$ cat src/rtl/dram_ref_pkg.sv
package dram_ref_pkg;

  typedef enum logic [1:0] {
    SRC_HOST_LO = 2'd0,
    SRC_HOST_HI = 2'd1,
    SRC_EXT     = 2'd2,
    SRC_REF     = 2'd3
  } addr_src_e;

  function automatic addr_src_e pick_src(input logic ref_on,
                                         input logic ext_on,
                                         input logic hi_half);
    if (ref_on)       return SRC_REF;
    else if (ext_on)  return SRC_EXT;
    else if (hi_half) return SRC_HOST_HI;
    else              return SRC_HOST_LO;
  endfunction

endpackage

$ cat src/rtl/ref_cycle_timer.sv
module ref_cycle_timer #(
  parameter int CYCLE_LIMIT = 24,
  parameter int CW          = $clog2(CYCLE_LIMIT + 1)
) (
  input  logic clk,
  input  logic rst,
  input  logic clear,
  output logic tc
);
  localparam logic [CW-1:0] LIMIT_V = CW'(CYCLE_LIMIT);

  logic [CW-1:0] cnt;

  assign tc = (cnt == LIMIT_V);

  always_ff @(posedge clk) begin
    if (rst || clear) begin
      cnt <= '0;
    end else if (!tc) begin
      cnt <= cnt + 1'b1;
    end
  end
endmodule

$ cat src/rtl/ref_req_stage.sv
module ref_req_stage (
  input  logic clk,
  input  logic rst,
  input  logic tc,
  input  logic sync,
  input  logic ext_own,
  input  logic ext_grant_n,
  output logic req_raw,
  output logic refresh_en,
  output logic rdy
);
  logic req_q;

  assign req_raw    = tc & sync;
  assign refresh_en = req_q | ~ext_grant_n;
  assign rdy        = ~req_q;

  always_ff @(posedge clk) begin
    if (rst) begin
      req_q <= 1'b0;
    end else begin
      req_q <= req_raw & ~ext_own;
    end
  end
endmodule

$ cat src/rtl/ref_row_counter.sv
module ref_row_counter #(
  parameter int RA_W = 8
) (
  input  logic            clk,
  input  logic            rst,
  input  logic            en,
  output logic [RA_W-1:0] row
);
  logic en_q;

  always_ff @(posedge clk) begin
    if (rst) begin
      en_q <= 1'b0;
      row  <= '0;
    end else begin
      en_q <= en;
      if (en && !en_q) begin
        row <= row + 1'b1;
      end
    end
  end
endmodule

$ cat src/rtl/ref_addr_mux.sv
module ref_addr_mux
  import dram_ref_pkg::*;
#(
  parameter int RA_W = 8,
  parameter int HA_W = 2 * RA_W
) (
  input  logic            ref_on,
  input  logic            ext_on,
  input  logic            hi_half,
  input  logic [RA_W-1:0] ref_row,
  input  logic [RA_W-1:0] ext_addr,
  input  logic [HA_W-1:0] host_addr,
  output logic [RA_W-1:0] dram_addr
);
  addr_src_e src;

  always_comb begin
    src = pick_src(ref_on, ext_on, hi_half);
    unique case (src)
      SRC_REF:     dram_addr = ref_row;
      SRC_EXT:     dram_addr = ext_addr;
      SRC_HOST_HI: dram_addr = host_addr[HA_W-1:RA_W];
      default:     dram_addr = host_addr[RA_W-1:0];
    endcase
  end
endmodule

$ cat src/rtl/dram_refresh_arbiter.sv
module dram_refresh_arbiter #(
  parameter int CYCLE_LIMIT = 24,
  parameter int RA_W        = 8,
  parameter int HA_W        = 2 * RA_W
) (
  input  logic            clk,
  input  logic            rst,
  input  logic            sync,
  input  logic            ext_own,
  input  logic            ext_grant_n,
  input  logic            col_sel,
  input  logic [HA_W-1:0] host_addr,
  input  logic [RA_W-1:0] ext_addr,
  output logic            rdy,
  output logic            refresh_en,
  output logic            ext_req_n,
  output logic [RA_W-1:0] ref_addr,
  output logic [RA_W-1:0] dram_addr
);
  localparam int CNT_W = $clog2(CYCLE_LIMIT + 1);

  logic tc;
  logic req_raw;

  ref_cycle_timer #(.CYCLE_LIMIT(CYCLE_LIMIT), .CW(CNT_W)) u_timer (
    .clk   (clk),
    .rst   (rst),
    .clear (refresh_en),
    .tc    (tc)
  );

  ref_req_stage u_req (
    .clk         (clk),
    .rst         (rst),
    .tc          (tc),
    .sync        (sync),
    .ext_own     (ext_own),
    .ext_grant_n (ext_grant_n),
    .req_raw     (req_raw),
    .refresh_en  (refresh_en),
    .rdy         (rdy)
  );

  assign ext_req_n = ~req_raw;

  ref_row_counter #(.RA_W(RA_W)) u_row (
    .clk (clk),
    .rst (rst),
    .en  (refresh_en),
    .row (ref_addr)
  );

  ref_addr_mux #(.RA_W(RA_W), .HA_W(HA_W)) u_mux (
    .ref_on    (refresh_en),
    .ext_on    (ext_own),
    .hi_half   (col_sel),
    .ref_row   (ref_addr),
    .ext_addr  (ext_addr),
    .host_addr (host_addr),
    .dram_addr (dram_addr)
  );
endmodule

$ cat config.mk
export PLATFORM = sky130hd
export DESIGN_NAME = dram_refresh_arbiter
export DESIGN_NICKNAME = d
export VERILOG_FILES = /design/src/rtl/dram_ref_pkg.sv /design/src/rtl/ref_cycle_timer.sv /design/src/rtl/ref_req_stage.sv /design/src/rtl/ref_row_counter.sv /design/src/rtl/ref_addr_mux.sv /design/src/rtl/dram_refresh_arbiter.sv
export SDC_FILE = /design/constraint.sdc
export NUM_CORES = 1
export LEC_CHECK = 0
export BUFFER_PORTS_ARGS = -buffer_cell sky130_fd_sc_hd__buf_2
export CORE_UTILIZATION = 47
export DETAILED_ROUTE_END_ITERATION = 10
export PLACE_DENSITY_LB_ADDON = 0.15
export SLEW_MARGIN = 5
export SYNTH_ARGS = -nofsm -noshare
export SYNTH_HDL_FRONTEND = slang
export SYNTH_HIERARCHICAL = 1
export SYNTH_SLANG_ARGS = --single-unit
$ cat constraint.sdc
create_clock -name clk -period 2.3 [get_ports clk]
set_clock_uncertainty 0.2 [all_clocks]
set_input_delay 0.345 -clock clk [delete_from_list [all_inputs] [get_ports clk]]
set_output_delay 0.345 -clock clk [all_outputs]
set_load 0.005 [all_outputs]
# Word level (Yosys, flattened, before mapping)
# Cells that the tools add are included.
totals:
  regBits: 15
  latch_bits: 0
  ram_bits: 0
  romBits: 0
  input_bits: 30
  output_inout_bits: 19
  n_memories: 0
classes:
  n_addsub: 2
  mul: 0
  div_mod_pow: 0
  order_cmp: 0
  eq_ne: 4
  shifts: 0
  muxes: 4
  bitwise_logic: 7
  reduce_logical: 3
ops:
  columns: ["operator", "n"]
  rows:
  - ["case mux 8 bit (3 select lines)", 1]
  - ["adder 8 x 1 -> 8 bit (second input constant)", 1]
  - ["adder 5 x 1 -> 5 bit (second input constant)", 1]
  - ["== test 5 bit (second input constant)", 1]
  - ["== test 2 bit (second input constant)", 2]
  - ["two-way mux 2 bit", 2]
  - ["inverter 1 bit", 4]
  - ["bitwise AND 1 bit", 2]
  - ["== test 2 x 1 -> 1 bit (second input constant)", 1]
  - ["logical AND 1 bit", 1]
  - ["logical NOT 1 bit", 1]
  - ["logical OR 1 bit", 1]
  - ["two-way mux 1 bit", 1]
  - ["bitwise OR 1 bit", 1]

# Longest topological paths before layout
# Gate-level depths: netlist (run 1).
logic_depth:
  depth_word: 5
  ltp_mapped: 6
  mapped_depth_nobuf: 5

# Hierarchy
# The synthesis (run 1) kept the hierarchy.
modules_own_cells:
  columns: ["module", "instances", "cells_each", "area_each_um2"]
  rows:
  - ["ref_row_counter", 1, 41, 386.6]
  - ["ref_cycle_timer", 1, 29, 300.3]
  - ["ref_addr_mux", 1, 31, 181.4]
  - ["ref_req_stage", 1, 5, 48.8]
  - ["dram_refresh_arbiter", 1, 1, 3.8]

# Worst setup path after synthesis (run 1)
# Ideal clock, no wire load.
synth_timing:
  path_kind: "reg2out"
  from: "register u_req.req_q"
  to: "output dram_addr[0]"
  t_arrival_ns: 1.180
  t_required_ns: 1.755
  path_slack_ns: 0.575
  path_stages_with_launch: 6
  n_path_buf: 1
  cell_sequence: "dfxtp_1 -> nand2b_1 -> or3_1 -> buf_6 -> o22ai_1 -> a21oi_1"
synth_via:
  elab_chain_len: 4
  word_cells_on_any_way: 6
synth_lines:
  columns: ["item", "line_no", "rtl"]
  rows:
  - ["start, declared", "ref_req_stage.sv:12", "logic req_q;"]
  - ["start signal, assigned", "ref_req_stage.sv:22", "req_q <= req_raw & ~ext_own;"]
  - ["bitwise OR 1 bit *", "ref_req_stage.sv:15", "assign refresh_en = req_q | ~ext_grant_n;"]
  - ["named net refresh_en", "dram_refresh_arbiter.sv:15", "output logic refresh_en,"]
  - ["two-way mux 2 bit *", "dram_ref_pkg.sv:13", "if (ref_on) return SRC_REF;"]
  - ["== test 2 x 1 -> 1 bit or == test 2 bit (tied branches)", "ref_addr_mux.sv:19", "unique case (src)"]
  - ["case mux 8 bit (3 select lines) *", "ref_addr_mux.sv:19", null]
  - ["end, declared", "dram_refresh_arbiter.sv:18", "output logic [RA_W-1:0] dram_addr"]
# The timed path passes the listed nets; every way through them passes the cells marked *.

# Worst setup path in the final report (run 1)
layout_timing:
  from: "register u_req.req_q"
  to: "output dram_addr[3]"
layout_via:
  elab_chain_len: 4
  word_cells_on_any_way: 6
layout_lines:
  columns: ["item", "line_no"]
  rows:
  - ["bitwise OR 1 bit *", "ref_req_stage.sv:15"]
  - ["two-way mux 2 bit *", "dram_ref_pkg.sv:13"]
  - ["== test 2 x 1 -> 1 bit or == test 2 bit (tied branches)", "ref_addr_mux.sv:19"]
  - ["case mux 8 bit (3 select lines) *", "ref_addr_mux.sv:19"]
# Every way passes the cells marked *; elsewhere a longest branch is shown, timed or not.

==> impl_metrics.py, run 1 <==
metrics = {
    "run_status": {
        "status": "complete, no violations",
    },
    "hold_path": {
        "worstHoldStart": "sync",
        "hold_path_depth": 2,
        "min_to": "u_req/req_q",
        "worstHoldPathType": "input pin to flip-flop",
    },
    "global_routing": {
        "antenna_found_initial": 0,
        "grt_most_used_layer": "met2",
        "gr-usage-met3": 0.0431,
        "grt_use_total": 0.222,
        "grt_max_degree": 20,
        "grt_use_met2": 0.392,
        "groute.layer.met1.usage": 0.269,
        "via_count_of_the_first_global_routing_pass": 820,
        "grt_pass1_wl_um": 3460,
        "grt_overflow_total": 0,
    },
    "placed_design": {
        "place_inst": 174,
        "dpl.hpwl_um": 1700,
        "io_buffer_count": 48,
        "place_congestion": 0.792,
        "placement.cell_area_sq_um": 1150,
        "placement_setup_slack_ns": 0.348,
    },
    "critical_path": {
        "worst-setup-path-type": "flip-flop to output port",
        "crit_path_start_kind": "flip-flop",
        "rrSetupSlack_ns": 0.53,
        "worst_ep_arrival_time_ns": 1.62,
        "maximum_fanout_along_the_worst_path": 16,
        "crit-reg2reg-capture": "u_row/row[7]",
        "timing.rr.start": "u_req/req_q",
        "timing.critical_path.slowest_cell_delay_ns": 0.36,
        "critical_path.cell_chain": "nand2b_1 -> buf_4 -> clkinvlp_4 -> o22ai_1 -> a21oi_1 -> buf_2",
        "critPathSlowestCell": "sky130_fd_sc_hd__dfxtp_1",
        "cp.required_ns": 1.75,
        "timing.reg2reg.worst_path_depth": 5,
        "setup.worst_path.end_class": "output port",
    },
    "yosys": {
        "yosysTopAreaCellShare": 0.326,
        "yosys_warnings": 6,
        "synth_enable_flop_cells": 0,
        "syn_area_sq_um": 921,
        "combinational_family_with_the_most_area_after_synthesis": "simple AND/OR/NAND/NOR gates",
        "flip_flop_and_latch_count_after_synthesis": 15,
        "post_synthesis_net_count": 140,
        "postSynth.asyncResetShare": 0,
        "postSynthCellCount": 107,
        "synth.largest_area_cell": "sky130_fd_sc_hd__dfxtp_1",
        "yosys.cell_types.count": 30,
        "synth_compound_area_frac": 0.209,
        "post_synth_xor_area_fraction": 0.0285,
        "synth_fa_ha_area_frac": 0.0408,
        "syn_area_per_cell_sq_um": 8.61,
        "synthSimpleGateAreaFrac": 0.245,
        "postSynth.topFlopCell": "sky130_fd_sc_hd__dfxtp_1",
        "synthMuxAreaShare": 0.0679,
        "synth_sequential_area_ratio": 0.326,
        "netlist_top_cells_area": "sky130_fd_sc_hd__dfxtp_1 (33%), sky130_fd_sc_hd__o22ai_1 (11%), sky130_fd_sc_hd__a21oi_1 (7.1%)",
    },
    "timing": {
        "setup_tns_ns": 0,
        "final_max_slew_viol_count": 0,
        "report.final.setup_viol": 0,
        "grt_setup_unrepaired": "false",
        "max_freq_ghz": 0.462,
        "maxSlewHeadroom": 0.787,
        "timing_worst_slew_pin_value_ns": 0.319,
        "final_critical_path_setup_slack_ns": 0.135,
        "fin_crit_ns": 2.16,
        "fin_crit_sh": 0.941,
        "finalHoldViolations": 0,
        "finalHoldWorstSlack_ns": 0.153,
    },
    "final_layout": {
        "net_total_in_the_final_layout": 188,
        "finalNonFillerCells": 179,
        "layout-area-overhead-vs-synth_pct": 29.5,
        "final_design_area_no_fill_sq_um": 1190,
        "final_core_util": 0.669,
        "fill_cells": 161,
        "fraction_of_final_layout_cells_sized_beyond_drive_strength_1": 0.396,
        "n_antenna_cell": 0,
    },
    "clock_tree": {
        "tritoncts_num_sinks": 15,
        "cts_inserted_buffers": 3,
        "clk_latency_ns": 0.28,
        "clk_tree_root_cell": "sky130_fd_sc_hd__clkbuf_4",
        "cts_max_path_buffers": 2,
        "cts_hold_buffers": 0,
        "post-cts-setup-buffers": 0,
        "clk_pin_slew_ns": 0.09,
        "htree_levels": 1,
        "ctsResizeCount": 0,
        "clock_tree_from_tritoncts": "done",
    },
    "drt": {
        "dr.pass1.iters": 4,
        "routed-via-count": 990,
        "detail_route.iter0.violations": 12,
        "route.antenna.remaining_nets": 0,
        "wl_per_cell_um": 12.3,
        "routed_wirelength_um": 2200,
        "post_drt_via_cell_ratio": 5.53,
        "remaining_drc_errors": 0,
    },
    "die": {
        "design.portCount": 49,
        "die_h_um": 46.3,
        "dieArea_sq_um": 2140,
        "core.rowCount": 15,
        "initial_core_util": 0.516,
        "chipWidth_um": 46.3,
        "floorplan.core_area_sq_um": 1780,
    },
    "power": {
        "irDropWorstVdd_mv": 0.287,
        "report.power.total_mw": 0.531,
        "leakagePower_nw": 0.541,
        "power_density_nw_per_um2": 445,
    },
    "flow_run": {
        "maxCapViolCount": 0,
    },
}
==> metal layers <==
metal  vias up  routed length, um
met2        44               1030
met5         -                  0
li1        491                  -
met3         5                173
met4         0                 25
met1       450                974
==> logic make-up after synthesis <==
logic type | Yosys count
AND/OR/NAND/NOR | 32
adder cells (fa/ha/maj) | 3
multiplexers | 5
AO/OA/AOI/OAI | 34
buffers and inverters | 15
XOR/XNOR | 3
flip-flops | 15
==> cell type report <==
type / instances / area [sq um] / share of cell area
Multi-Input combinational cell: 77 / 544 / 0.456
Tap cell: 25 / 31.3 / 0.0262
Timing Repair Buffer: 49 / 248 / 0.208
Clock inverter: 1 / 5.00 / 0.00420
Sequential cell: 15 / 300 / 0.252
Clock buffer: 3 / 22.5 / 0.0189
Inverter: 8 / 33.8 / 0.0283
Timing Repair inverter: 1 / 7.51 / 0.00630
==> flip-flops by register name, indices dropped and copies added, names as in the netlist <==
signal       cells
u_req/req_q      1
u_row/en_q       1
u_row/row        8
u_timer/cnt      5
==> worst max-delay path by stage <==
stage | start | end | slack, ns | cells past startpoint
after detailed placement | ext_grant_n | dram_addr[3] | 0.35 | 7
final | u_req/req_q | dram_addr[3] | 0.14 | 6
after floorplan | u_req/req_q | dram_addr[0] | 0.57 | 5
after global placement | ext_grant_n | dram_addr[2] | 0.38 | 7
after CTS | u_req/req_q | dram_addr[3] | 0.06 | 6
after global routing | u_req/req_q | dram_addr[1] | 0.003 | 6
==> worst max-delay path, delay by kind of cell, from the launching register on <==
kind,cells,cell delay [ns]
buf+inv,3,0.58
compound gates,2,0.27
simple gates,1,0.13
flops,1,0.36
==> synth_stat cells, types with 3 or more instances <==
cell / count
sky130_fd_sc_hd__dfxtp_1: 15
sky130_fd_sc_hd__inv_1: 8
sky130_fd_sc_hd__buf_2: 4
sky130_fd_sc_hd__ha_1: 3
sky130_fd_sc_hd__o22ai_1: 16
sky130_fd_sc_hd__nand3_1: 3
sky130_fd_sc_hd__nor2_1: 3
sky130_fd_sc_hd__or3_1: 5
sky130_fd_sc_hd__a21oi_1: 13
sky130_fd_sc_hd__xnor2_1: 3
sky130_fd_sc_hd__o21ai_0: 4
sky130_fd_sc_hd__nor3b_1: 5
sky130_fd_sc_hd__nor3_1: 3
==> cell usage in the layout (no fill, tap or decap), types with 2 or more instances in the layout <==
| cell type | n |
|---|---|
| sky130_fd_sc_hd__nand3_1 | 3 |
| sky130_fd_sc_hd__mux2_2 | 2 |
| sky130_fd_sc_hd__nor3_1 | 3 |
| sky130_fd_sc_hd__a21oi_1 | 13 |
| sky130_fd_sc_hd__nor2_1 | 3 |
| sky130_fd_sc_hd__ha_1 | 3 |
| sky130_fd_sc_hd__nor2b_1 | 2 |
| sky130_fd_sc_hd__clkinvlp_4 | 2 |
| sky130_fd_sc_hd__inv_1 | 7 |
| sky130_fd_sc_hd__or3_1 | 5 |
| sky130_fd_sc_hd__dfxtp_1 | 15 |
| sky130_fd_sc_hd__nand2b_1 | 2 |
| sky130_fd_sc_hd__o21ai_0 | 4 |
| sky130_fd_sc_hd__o22ai_1 | 16 |
| sky130_fd_sc_hd__buf_2 | 48 |
| sky130_fd_sc_hd__mux2_4 | 2 |
| sky130_fd_sc_hd__nor3b_1 | 5 |
| sky130_fd_sc_hd__xnor2_1 | 3 |
| sky130_fd_sc_hd__clkbuf_4 | 3 |
==> where the power goes <==
group / total, mW / internal [mW] / switching (mW)
clock: 0.149 / 0.0646 / 0.0843
sequential: 0.276 / 0.266 / 0.00986
combinational: 0.107 / 0.0566 / 0.0501
total: 0.531 / 0.387 / 0.144
Power figures use the tool's default switching activity.
==> inputs of run 2 (changes only) <==
Settings changed: CORE_ASPECT_RATIO set to 0.7, CORE_UTILIZATION 47 to 39, GPL_ROUTABILITY_DRIVEN set to 0.
Clock period 2.3 ns to 1.8 ns, I/O delays scaled along.
==> impl_metrics.py, run 2 (same netlist as run 1, synthesis figures left out) <==
metrics = {
    "run_status": {
        "status": "finished with violations",
        "violated_checks": "negative setup slack",
    },
    "critical_path": {
        "timing.critical_path.from": "u_req/req_q",
        "timing.reg2reg.worst_path_depth": 4,
        "critical_path.cell_chain": "nand2b_4 -> or3_4 -> o22ai_2 -> a21oi_1 -> buf_2",
        "setup.worst_path.end_class": "output port",
        "worst-setup-path-type": "flip-flop to output port",
        "timing.rr.start": "u_row/row[1]",
        "rrSetupSlack_ns": 0.12,
        "crit-reg2reg-capture": "u_row/row[6]",
        "worst_ep_arrival_time_ns": 1.50,
        "worstPathBufferInverterCount": 1,
        "crit_path_start_kind": "flip-flop",
        "critPathSlowestCell": "sky130_fd_sc_hd__or3_4",
        "maximum_fanout_along_the_worst_path": 8,
        "timing.critical_path.max_delay_family": "simple AND/OR/NAND/NOR gates",
        "cp.required_ns": 1.33,
        "timing.critical_path.slowest_cell_delay_ns": 0.42,
    },
    "flow_run": {
        "maxCapViolCount": 0,
    },
    "final_layout": {
        "final_common_cell": "sky130_fd_sc_hd__buf_2",
        "largest_register": "u_row/row",
        "biggest_regs": "u_row/row: 8 flops, u_timer/cnt: 5 flops",
        "final_core_util": 0.623,
        "largest_register_ffs": 8,
        "layout_common_cells": "sky130_fd_sc_hd__buf_2 (48), sky130_fd_sc_hd__buf_4 (12), sky130_fd_sc_hd__a21oi_1 (11), sky130_fd_sc_hd__dfxtp_1 (11)",
        "layout-area-overhead-vs-synth_pct": 48.2,
        "n_antenna_cell": 0,
        "fraction_of_final_layout_cells_sized_beyond_drive_strength_1": 0.558,
        "net_total_in_the_final_layout": 199,
    },
    "drt": {
        "routed_wirelength_um": 2810,
        "routed-via-count": 1054,
        "detail_route.iter0.violations": 19,
        "wl_per_cell_um": 14.3,
        "post_drt_via_cell_ratio": 5.35,
        "route.antenna.remaining_nets": 0,
        "dr.pass1.iters": 4,
        "remaining_drc_errors": 0,
    },
    "power": {
        "p_seq_frac": 0.492,
        "report.power.total_mw": 0.718,
        "clockPowerShare": 0.270,
        "combPwrFrac": 0.238,
        "irDropWorstVdd_mv": 0.461,
        "leakagePower_nw": 0.618,
        "power_density_nw_per_um2": 526,
        "power.net_switching_mw": 0.204,
        "power_internal_mw": 0.514,
        "netSwitchingFraction": 0.284,
    },
    "die": {
        "dieArea_sq_um": 2560,
        "core.rowCount": 14,
        "design.portCount": 49,
        "floorplan.core_area_sq_um": 2190,
        "chipWidth_um": 60.1,
        "die_h_um": 42.7,
        "initial_core_util": 0.421,
    },
    "clock_tree": {
        "tritoncts_num_sinks": 15,
        "clock_tree_from_tritoncts": "done",
        "clk_pin_slew_ns": 0.08,
        "clk_latency_ns": 0.29,
        "clk_tree_root_cell": "sky130_fd_sc_hd__clkbuf_4",
        "cts_max_path_buffers": 2,
        "htree_levels": 1,
        "cts_inserted_buffers": 3,
        "cts_hold_buffers": 0,
    },
    "timing": {
        "max_freq_ghz": 0.506,
        "report.final.setup_viol": 8,
        "maxSlewHeadroom": 0.765,
        "fin_crit_ns": 1.97,
        "grt_setup_unrepaired": "true",
        "fin_crit_sh": 1.10,
        "finalHoldViolations": 0,
        "timing_worst_slew_pin_value_ns": 0.352,
        "final_critical_path_setup_slack_ns": -0.175,
        "final_max_slew_viol_count": 0,
    },
    "global_routing": {
        "grt_overflow_total": 0,
        "antenna_found_initial": 0,
        "grt_max_degree": 20,
        "grt_pass1_wl_um": 3970,
        "via_count_of_the_first_global_routing_pass": 884,
        "grt_use_total": 0.217,
    },
    "hold_path": {
        "worstHoldPathType": "input pin to flip-flop",
        "worstHoldStart": "sync",
        "hold_path_depth": 2,
        "min_to": "u_req/req_q",
    },
    "placed_design": {
        "dpl.hpwl_um": 1880,
        "io_buffer_count": 48,
    },
}
run 2: power by group through the flow:
stage                     Sequential [mW]  Clock (mW)  Combinational [mW]
after floorplan                     0.357           0              0.0757
after global placement              0.360           0               0.133
after detailed placement            0.361           0               0.139
after CTS                           0.352       0.204               0.166
after global routing                0.355       0.222               0.186
final                               0.353       0.194               0.171
run 2: cell type report:
type                       instances  area [sq um]
inverter                           8          33.8
clock inverter                     1          5.00
tap                               32          40.0
timing repair buffer              60           330
sequential                        15           305
timing repair inverter             1          7.51
multi-input combinational         77           621
fill                             209           825
clock buffer                       3          22.5
run 2: what timing repair did:
action / 4_1_cts / 5_1_grt
pin swaps: 4 / 9
endpoints found under the hold margin: 0 / 0
setup endpoints to repair: 9 / 11
resized for setup: 16 / 7
cloned: 1 / 0
buffers inserted: 6 / 2
run 2: worst max path at each step:
stage,endpoint,cells past startpoint
final,dram_addr[2],5
after global routing,dram_addr[5],5
after CTS,dram_addr[7],5
after detailed placement,dram_addr[2],5
after global placement,dram_addr[5],5
after floorplan,dram_addr[0],5
run 2: metrics by stage:
| step | instances | area (sq um) | hold WS (ns) | setup TNS (ns) | worst slack, ns |
|---|---|---|---|---|---|
| 5_1_grt | 197 | 1370 | 0.0787 | -1.82 | -0.235 |
| 2_1_floorplan | 107 | 921 | 0.262 | 0 | 0.150 |
| 6_report | 197 | 1370 | 0.0746 | -1.26 | -0.175 |
| 3_3_place_gp | 185 | 1190 | 0.283 | 0 | 0.0692 |
| 4_1_cts | 196 | 1340 | 0.0738 | -1.45 | -0.197 |
| 3_5_place_dp | 185 | 1190 | 0.304 | 0 | 0.00538 |
run 2: routing by layer:
metal  GRT usage  part of all wire  up-vias
met1       0.284              0.49      501
li1            -                 -      515
met3      0.0701             0.046        6
met4      0.0698             0.017        0
met2       0.336              0.45       32
met5           0                 0        -
==> inputs of run 3 (changes only) <==
Settings changed: MAX_ROUTING_LAYER set to met4, PLACE_DENSITY set to 0.72, PLACE_DENSITY_LB_ADDON 0.15 to unset.
==> impl_metrics.py, run 3 (same netlist as run 1, synthesis figures left out) <==
metrics = {
    "final_layout": {
        "fill_cells": 202,
        "layout-area-overhead-vs-synth_pct": 44.2,
        "final_core_util": 0.606,
        "multiInputGateArea_sq_um": 614,
        "layout_common_cells": "sky130_fd_sc_hd__buf_2 (48), sky130_fd_sc_hd__a21oi_1 (12), sky130_fd_sc_hd__dfxtp_1 (11)",
        "fraction_of_final_layout_cells_sized_beyond_drive_strength_1": 0.540,
        "largest_register_ffs": 8,
        "net_total_in_the_final_layout": 195,
        "finalNonFillerCells": 193,
        "final_common_cell": "sky130_fd_sc_hd__buf_2",
        "n_antenna_cell": 0,
        "regArea_sq_um": 305,
        "largest_register": "u_row/row",
        "biggest_regs": "u_row/row: 8 flops, u_timer/cnt: 5 flops",
    },
    "placed_design": {
        "io_buffer_count": 48,
        "dpl.hpwl_um": 1900,
        "place_inst": 183,
    },
    "die": {
        "core.rowCount": 14,
        "chipWidth_um": 60.1,
        "die_h_um": 42.7,
        "initial_core_util": 0.421,
        "floorplan.core_area_sq_um": 2190,
        "design.portCount": 49,
        "dieArea_sq_um": 2560,
    },
    "critical_path": {
        "timing.critical_path.from": "u_req/req_q",
        "timing.rr.start": "u_timer/cnt[0]",
        "maximum_fanout_along_the_worst_path": 8,
        "worst_ep_arrival_time_ns": 1.46,
        "worst-setup-path-type": "flip-flop to output port",
        "crit_path_start_kind": "flip-flop",
        "timing.reg2reg.worst_path_depth": 7,
        "setup.worst_path.end_class": "output port",
        "rrSetupSlack_ns": 0.04,
        "cp.required_ns": 1.33,
    },
    "timing": {
        "finalHoldWorstSlack_ns": 0.0698,
        "fin_crit_sh": 1.07,
        "final_max_slew_viol_count": 0,
        "fin_crit_ns": 1.93,
        "setup_tns_ns": -0.966,
        "timing_worst_slew_pin_value_ns": 0.331,
        "report.final.setup_viol": 8,
        "final_critical_path_setup_slack_ns": -0.134,
        "max_freq_ghz": 0.517,
        "finalHoldViolations": 0,
        "maxSlewHeadroom": 0.780,
        "grt_setup_unrepaired": "true",
    },
    "power": {
        "power.net_switching_mw": 0.195,
        "irDropWorstVdd_mv": 0.365,
        "clockPowerShare": 0.268,
        "netSwitchingFraction": 0.277,
        "power_internal_mw": 0.509,
        "power_density_nw_per_um2": 530,
        "combPwrFrac": 0.229,
        "leakagePower_nw": 0.604,
        "p_seq_frac": 0.502,
    },
    "clock_tree": {
        "clk_latency_ns": 0.28,
        "clk_pin_slew_ns": 0.10,
        "cts_inserted_buffers": 3,
        "clk_tree_root_cell": "sky130_fd_sc_hd__clkbuf_4",
        "tritoncts_num_sinks": 15,
        "cts_max_path_buffers": 2,
        "cts_hold_buffers": 0,
        "htree_levels": 1,
        "clock_tree_from_tritoncts": "done",
    },
    "global_routing": {
        "grt_pass1_wl_um": 3850,
        "grt_overflow_total": 0,
        "antenna_found_initial": 0,
        "via_count_of_the_first_global_routing_pass": 856,
        "grt_use_total": 0.208,
        "grt_max_degree": 20,
    },
    "drt": {
        "wl_per_cell_um": 13.5,
        "post_drt_via_cell_ratio": 5.36,
        "remaining_drc_errors": 0,
        "routed-via-count": 1034,
        "dr.pass1.iters": 4,
        "route.antenna.remaining_nets": 0,
        "routed_wirelength_um": 2610,
        "detail_route.iter0.violations": 26,
    },
    "hold_path": {
        "hold_path_depth": 2,
        "worstHoldPathType": "input pin to flip-flop",
        "worstHoldStart": "sync",
    },
    "run_status": {
        "status": "finished with violations",
        "violated_checks": "negative setup slack",
    },
    "flow_run": {
        "maxCapViolCount": 0,
    },
}
-- run 3: stage by stage --
stage          cell area (sq um)  setup WS [ns]  power, mW
6_report                    1330         -0.134      0.704
5_1_grt                     1330         -0.192      0.744
4_1_cts                     1280         -0.164      0.701
3_5_place_dp                1180         0.0269      0.499
3_3_place_gp                1180         0.0828      0.494
2_1_floorplan                921          0.150      0.433
-- run 3: final timing paths --
path	to
worst min-delay path	u_req/req_q
worst max-delay path	dram_addr[2]
worst max register to register	u_timer/cnt[1]
worst min register to register	u_row/row[7]
-- run 3: layout make-up --
cell class,count,area share
flip-flops and latches,15,0.230
inverters,8,0.0245
clock inverters,1,0.00377
clock buffers,3,0.0170
repair buffers,57,0.232
well taps,32,0.0302
multi-input cells,77,0.463
-- run 3: routing by layer --
metal / track usage / wire length [um] / share of wire / vias up
met5: - / 0 / 0 / -
met4: 0.0558 / 16 / 0.0061 / 0
met3: 0.0396 / 159 / 0.061 / 2
met2: 0.329 / 1250 / 0.48 / 33
met1: 0.270 / 1180 / 0.45 / 493
li1: - / - / - / 506
-- run 3: critical path, cell delays in order (launching register included) --
cell                       delay, ns
sky130_fd_sc_hd__dfxtp_2        0.33
sky130_fd_sc_hd__nand2b_4       0.13
sky130_fd_sc_hd__or3_4          0.40
sky130_fd_sc_hd__o22ai_2        0.14
sky130_fd_sc_hd__a21oi_1        0.05
sky130_fd_sc_hd__buf_2          0.13
-- run 3: what timing repair did --
action,CTS,global route
setup endpoints to repair,9,10
pin swaps,3,4
buffers inserted,4,2
gates resized for setup,13,9
-- run 3: power groups by stage --
stage,clock [mW],combinational [mW],sequential [mW]
final,0.189,0.161,0.353
after global routing,0.211,0.178,0.355
after CTS,0.195,0.154,0.352
after detailed placement,0,0.139,0.360
after global placement,0,0.135,0.359
after floorplan,0,0.0757,0.357
